## src/rtl/colmux_pkg.sv

```systemverilog
package colmux_pkg;

  // Largest on-time (cycles) strictly below 10 us at the given clock in MHz.
  function automatic int max_on_cycles(input int clk_mhz);
    return clk_mhz * 10 - 1;
  endfunction

  // Clamp a requested on-time into [1, limit].
  function automatic int clamp_on(input int req, input int limit);
    if (req > limit) return limit;
    if (req < 1) return 1;
    return req;
  endfunction

  // Next column index with wrap.
  function automatic int next_col(input int cur, input int ncols);
    return (cur >= ncols - 1) ? 0 : cur + 1;
  endfunction

endpackage

```

## src/rtl/colmux_colindex.sv

```systemverilog
module colmux_colindex #(
  parameter int NUM_COLS = 8,
  localparam int IDX_W = $clog2(NUM_COLS)
) (
  input  logic             clk,
  input  logic             rst,
  input  logic             ready,
  input  logic             restart,
  output logic [IDX_W-1:0] sel
);
  logic [IDX_W-1:0] idx_q;
  logic [IDX_W-1:0] nxt;

  // Column lit by a pulse in this cycle; a restart forces column 0.
  assign sel = restart ? '0 : idx_q;

  always_comb begin
    if (sel == IDX_W'(NUM_COLS - 1)) nxt = '0;
    else                             nxt = sel + 1'b1;
  end

  always_ff @(posedge clk) begin
    if (rst)          idx_q <= '0;
    else if (ready)   idx_q <= nxt;
    else if (restart) idx_q <= '0;
  end

  AST_IDX_RANGE: assert property (@(posedge clk) disable iff (rst)
    int'(idx_q) < NUM_COLS);
  AST_IDX_WRAP: assert property (@(posedge clk) disable iff (rst)
    (ready && !restart && idx_q == IDX_W'(NUM_COLS - 1)) |=> idx_q == '0);
  AST_RESTART_ZERO: assert property (@(posedge clk) disable iff (rst)
    (restart && !ready) |=> idx_q == '0);
endmodule

```

## src/rtl/colmux_ontimer.sv

```systemverilog
module colmux_ontimer #(
  parameter int ON_TICKS = 36,
  localparam int TW = $clog2(ON_TICKS + 1)
) (
  input  logic clk,
  input  logic rst,
  input  logic start,
  output logic expire
);
  logic [TW-1:0] cnt_q;

  // Last lit cycle reached and no new pulse overriding it.
  assign expire = (cnt_q == TW'(1)) && !start;

  always_ff @(posedge clk) begin
    if (rst)              cnt_q <= '0;
    else if (start)       cnt_q <= TW'(ON_TICKS);
    else if (cnt_q != '0) cnt_q <= cnt_q - 1'b1;
  end

  AST_TIMER_CAP: assert property (@(posedge clk) disable iff (rst)
    cnt_q <= TW'(ON_TICKS));
  AST_TIMER_RELOAD: assert property (@(posedge clk) disable iff (rst)
    start |=> cnt_q == TW'(ON_TICKS));
endmodule

```

## src/rtl/colmux_colreg.sv

```systemverilog
module colmux_colreg #(
  parameter int NUM_COLS = 8,
  localparam int IDX_W = $clog2(NUM_COLS)
) (
  input  logic                clk,
  input  logic                rst,
  input  logic                ready,
  input  logic                expire,
  input  logic [IDX_W-1:0]    sel,
  output logic [NUM_COLS-1:0] col_en
);
  logic [NUM_COLS-1:0] onehot;

  assign onehot = {{(NUM_COLS - 1){1'b0}}, 1'b1} << sel;

  always_ff @(posedge clk) begin
    if (rst)         col_en <= '0;
    else if (ready)  col_en <= onehot;
    else if (expire) col_en <= '0;
  end

  AST_ONEHOT0: assert property (@(posedge clk) disable iff (rst)
    $onehot0(col_en));
  AST_DARK_HOLD: assert property (@(posedge clk) disable iff (rst)
    (!ready && col_en == '0) |=> col_en == '0);
endmodule

```

## src/rtl/col_strobe_mux.sv

```systemverilog
module col_strobe_mux #(
  parameter int NUM_COLS  = 8,
  parameter int CLK_MHZ   = 250,
  parameter int ON_CYCLES = CLK_MHZ * 9
) (
  input  logic                clk,
  input  logic                rst,
  input  logic                col_ready,
  input  logic                slice_restart,
  output logic [NUM_COLS-1:0] col_en
);
  localparam int LIMIT  = colmux_pkg::max_on_cycles(CLK_MHZ);
  localparam int EFF_ON = colmux_pkg::clamp_on(ON_CYCLES, LIMIT);
  localparam int IDX_W  = $clog2(NUM_COLS);

  logic [IDX_W-1:0] sel;
  logic             expire;

  colmux_colindex #(.NUM_COLS(NUM_COLS)) idx_i (
    .clk(clk), .rst(rst), .ready(col_ready), .restart(slice_restart), .sel(sel)
  );

  colmux_ontimer #(.ON_TICKS(EFF_ON)) tmr_i (
    .clk(clk), .rst(rst), .start(col_ready), .expire(expire)
  );

  colmux_colreg #(.NUM_COLS(NUM_COLS)) reg_i (
    .clk(clk), .rst(rst), .ready(col_ready), .expire(expire), .sel(sel),
    .col_en(col_en)
  );

  AST_READY_LIGHTS: assert property (@(posedge clk) disable iff (rst)
    col_ready |=> $countones(col_en) == 1);
  AST_EXPIRE_DARK: assert property (@(posedge clk) disable iff (rst)
    expire |=> col_en == '0);
  AST_RESTART_KEEPS: assert property (@(posedge clk) disable iff (rst)
    (slice_restart && !col_ready && !expire) |=> $stable(col_en));
endmodule

```

## config.mk

```make
export PLATFORM = sky130hd
export DESIGN_NAME = col_strobe_mux
export DESIGN_NICKNAME = d
export VERILOG_FILES = /design/src/rtl/colmux_pkg.sv /design/src/rtl/colmux_colindex.sv /design/src/rtl/colmux_ontimer.sv /design/src/rtl/colmux_colreg.sv /design/src/rtl/col_strobe_mux.sv
export SDC_FILE = /design/constraint.sdc
export NUM_CORES = 1
export LEC_CHECK = 0
export BUFFER_PORTS_ARGS = -buffer_cell sky130_fd_sc_hd__clkbuf_2
export CAP_MARGIN = 20
export CORE_MARGIN = 1
export CORE_UTILIZATION = 30
export CTS_CLUSTER_DIAMETER = 80
export DETAILED_ROUTE_END_ITERATION = 12
export PLACE_DENSITY = 0.56
export SLEW_MARGIN = 20
export SYNTH_ARGS = -nofsm -noshare
export SYNTH_HDL_FRONTEND = slang
export SYNTH_HIERARCHICAL = 1
export SYNTH_SLANG_ARGS = --single-unit
```

## constraint.sdc

```tcl
create_clock -name clk -period 1.7 [get_ports clk]
set_input_delay 0.255 -clock clk [delete_from_list [all_inputs] [get_ports clk]]
set_output_delay 0.255 -clock clk [all_outputs]
set_load 0.01 [all_outputs]
```

==> impl_metrics.toml <==
[power]
total_leakage_power_nw = 0.5841
p_int_mw = 0.9235
total_power_mw = 1.313
switching_power_mw = 0.3894
power_frac_comb = 0.287
seqPwrFrac = 0.457
peakVddDrop_v = 0.0003334
powerDensity_mw_per_mm2 = 882.5
switching_share = 0.2966
pwr-share-clk = 0.256

[drt]
ant_nets = 0
wire_per_inst_microns = 13.90
drt-total-wl_microns = 2807
post-route-drc-count = 0
drt_iter0_drc = 47
vias = 1087
viasPerCell = 5.381
dr.pass1.iters = 4

[sta]
setup_viol = 0
fin_crit_ps = 1699
worst_pin_slew_ps = 626.2
grt_setup_unrepaired = "yes"
slew_viol_final = 0
relSlewSlack = 0.5817
period_share = 0.9995
fin_skew_ps = 6.440
final-hold-violation-count = 0
fmax_mhz = 588.5

[worst_setup_path]
critPathLaunchType = "register"
cp_num_buf_inv = 1
crit_chain = "inv_2 -> ha_1 -> or4b_4 -> or4_1 -> and3_1"
worst-path-max-fanout = 4
slowest_stage = "or4b_4"
cp.arrival_ps = 1860
r2r_start = "tmr_i/cnt_q[1]"
reg2reg_slack_ps = 0.9
end_kind = "register"
worstPathRequired_ps = 1860
slowest_delay_ps = 490
path_class = "reg2reg"
regToRegEndpoint = "tmr_i/cnt_q[0]"
rr_worst_depth = 5
cp_top_family = "simple AND/OR/NAND/NOR gates"

[die]
core_area_sq_mm = 0.003716
dieArea_sq_mm = 0.004184
rows = 22
die_w_microns = 64.68
io_pins = 12
start_util = 0.3172
die_h_microns = 64.68

[global_routing]
grt_overflow = 0
met2_usage = 0.2368
grt_max_degree = 22
grt_pass1_wl_microns = 4816
gr-usage-met1 = 0.1882
top_usage_layer = "met2"
antenna_found_initial = 0
grt.met3_usage = 0.03521
grt_usage = 0.1481
grt_pass1_vias = 1017

[cells_and_area]
fillers = 398
multi_input_area_sq_um = 691.9
regArea_sq_um = 462.9
layout_common_cells = "21 x dfxtp_1, 21 x buf_4, 11 x clkbuf_2, 11 x a21oi_1, 8 x nor2_1"
syn2layout_area_growth_pct = 26.22
finalNonFillerCells = 202
drive_above_1_share = 0.3377
num-nets-final = 163
antenna_cells = 0

[yosys]
synth_edf_count = 0
ys_types = 42
ys.flop_type = "dfxtp_1"
yosysTopAreaCell = "dfxtp_1"
yosysSeqAreaShare = 0.3907
syn_nets = 132
synthCells = 124
synth_top_cell_area_share = 0.3907
ys_top_cells_by_area = "dfxtp_1 39%, or3b_1 5.2%, a21oi_1 4.7%"
ys_warn_count = 6
synth_area_sq_mm = 0.001179
synth_area_per_cell_sq_um = 9.505
async_reset_ff_frac = 0
synth_seq_cells = 23

[placement]
routabilityCongestion = 0.8073
placed_cells = 198
portBuffers = 11
dp_hpwl_microns = 1973

[clock_tree]
cts.htree.levels = 1
cts_setup_buffers = 0
hold_buffers = 0
clk_pin_slew_ps = 80
cts_tree = "built"
ctsRootBufferMaster = "clkbuf_8"
numCtsBuffers = 3
clkLatencyLatePin_ps = 260
ctsLongestPathBuffers = 2
clock_sinks = 23

[run_status]
status = "finished clean"

[job]
drv_cap = 0

[hold_path]
holdPathStages = 3
hold-path-endpoint = "tmr_i/cnt_q[3]"
hp-class = "in2reg"
hold_path.startpoint = "rst"
## synth_stat cells, types with 2 or more instances
| cell | instances |
|---|---|
| ha_1 | 4 |
| and3_1 | 2 |
| or4b_1 | 2 |
| a21oi_1 | 11 |
| or3b_2 | 2 |
| o31ai_1 | 6 |
| or3_1 | 3 |
| nor4_1 | 2 |
| o2111ai_1 | 2 |
| dfxtp_1 | 23 |
| clkbuf_1 | 3 |
| o21ai_0 | 2 |
| nand4_1 | 2 |
| or3b_1 | 7 |
| buf_6 | 2 |
| nor2_1 | 9 |
| a31oi_1 | 3 |
| nand4bb_1 | 3 |
| nand4b_1 | 4 |
| o41ai_1 | 2 |
| nor3_1 | 2 |
| inv_1 | 4 |
| nor2b_2 | 2 |
| or4_1 | 4 |
## routing by layer
metal	share of wire	wire length, microns
met5	0	0
met3	0.027	75
met2	0.46	1302
met4	0.025	70
met1	0.48	1359
## worst min-delay path: stages
cell      delay, ps
clkbuf_2         90
buf_4           200
a31oi_1          60
## area by class of cell
cell class | instances | share of cell area
sequential | 23 | 0.3112
timing repair buffer | 32 | 0.1430
inverter | 4 | 0.01009
multi-input combinational | 91 | 0.4651
clock buffer | 4 | 0.03028
tap | 48 | 0.04037
## flip-flops by register name, indices dropped and copies added (netlist names)
signal	cells
tmr_i/cnt_q	12
reg_i/col_en	8
idx_i/idx_q	3
## metrics by stage
stage	worst slack [ps]	util	TNS, ps	hold slack [ps]	area [sq um]
floorplan	-51.49	-	-123.1	324.4	1191
global placement	-39.18	0.3811	-39.18	498.5	1416
detailed placement	-18.70	0.3811	-97.13	500.7	1416
finish	0.8771	0.4003	0	384.3	1488
global route	-54.91	0.4003	-106.4	394.4	1488
CTS	2.123	0.3946	0	359.2	1466
## how the worst max path moves through the flow
stage / from / endpoint / depth (start not counted)
after floorplan: tmr_i/cnt_q[0] / tmr_i/cnt_q[0] / 6
after global placement: tmr_i/cnt_q[1] / tmr_i/cnt_q[0] / 5
after detailed placement: tmr_i/cnt_q[8] / reg_i/col_en[4] / 5
after CTS: tmr_i/cnt_q[1] / tmr_i/cnt_q[0] / 5
after global routing: tmr_i/cnt_q[1] / tmr_i/cnt_q[0] / 5
final: tmr_i/cnt_q[1] / tmr_i/cnt_q[0] / 5
## cells by family (layout without fill, tap and decap cells)
logic type,Yosys count,count (layout),synth area share
mux,1,1,0.008493
flops,23,23,0.3907
xor+xnor,2,2,0.01486
buf+inv,10,40,0.04458
compound gates,33,33,0.1900
fa+ha+maj,4,4,0.04246
simple gates,51,51,0.3089
## what timing repair did
action	4_1_cts	5_1_grt
setup endpoints to repair	9	13
pin swaps	0	1
resized for setup	2	6
cloned	0	0
## power groups by stage
stage / registers, mW / clock network [mW] / logic, mW
2_1_floorplan: 0.616 / 0 / 0.201
3_3_place_gp: 0.608 / 0 / 0.345
3_5_place_dp: 0.609 / 0 / 0.344
4_1_cts: 0.598 / 0.351 / 0.352
5_1_grt: 0.605 / 0.376 / 0.415
6_report: 0.600 / 0.336 / 0.377
(Power assumes the default switching activity.)
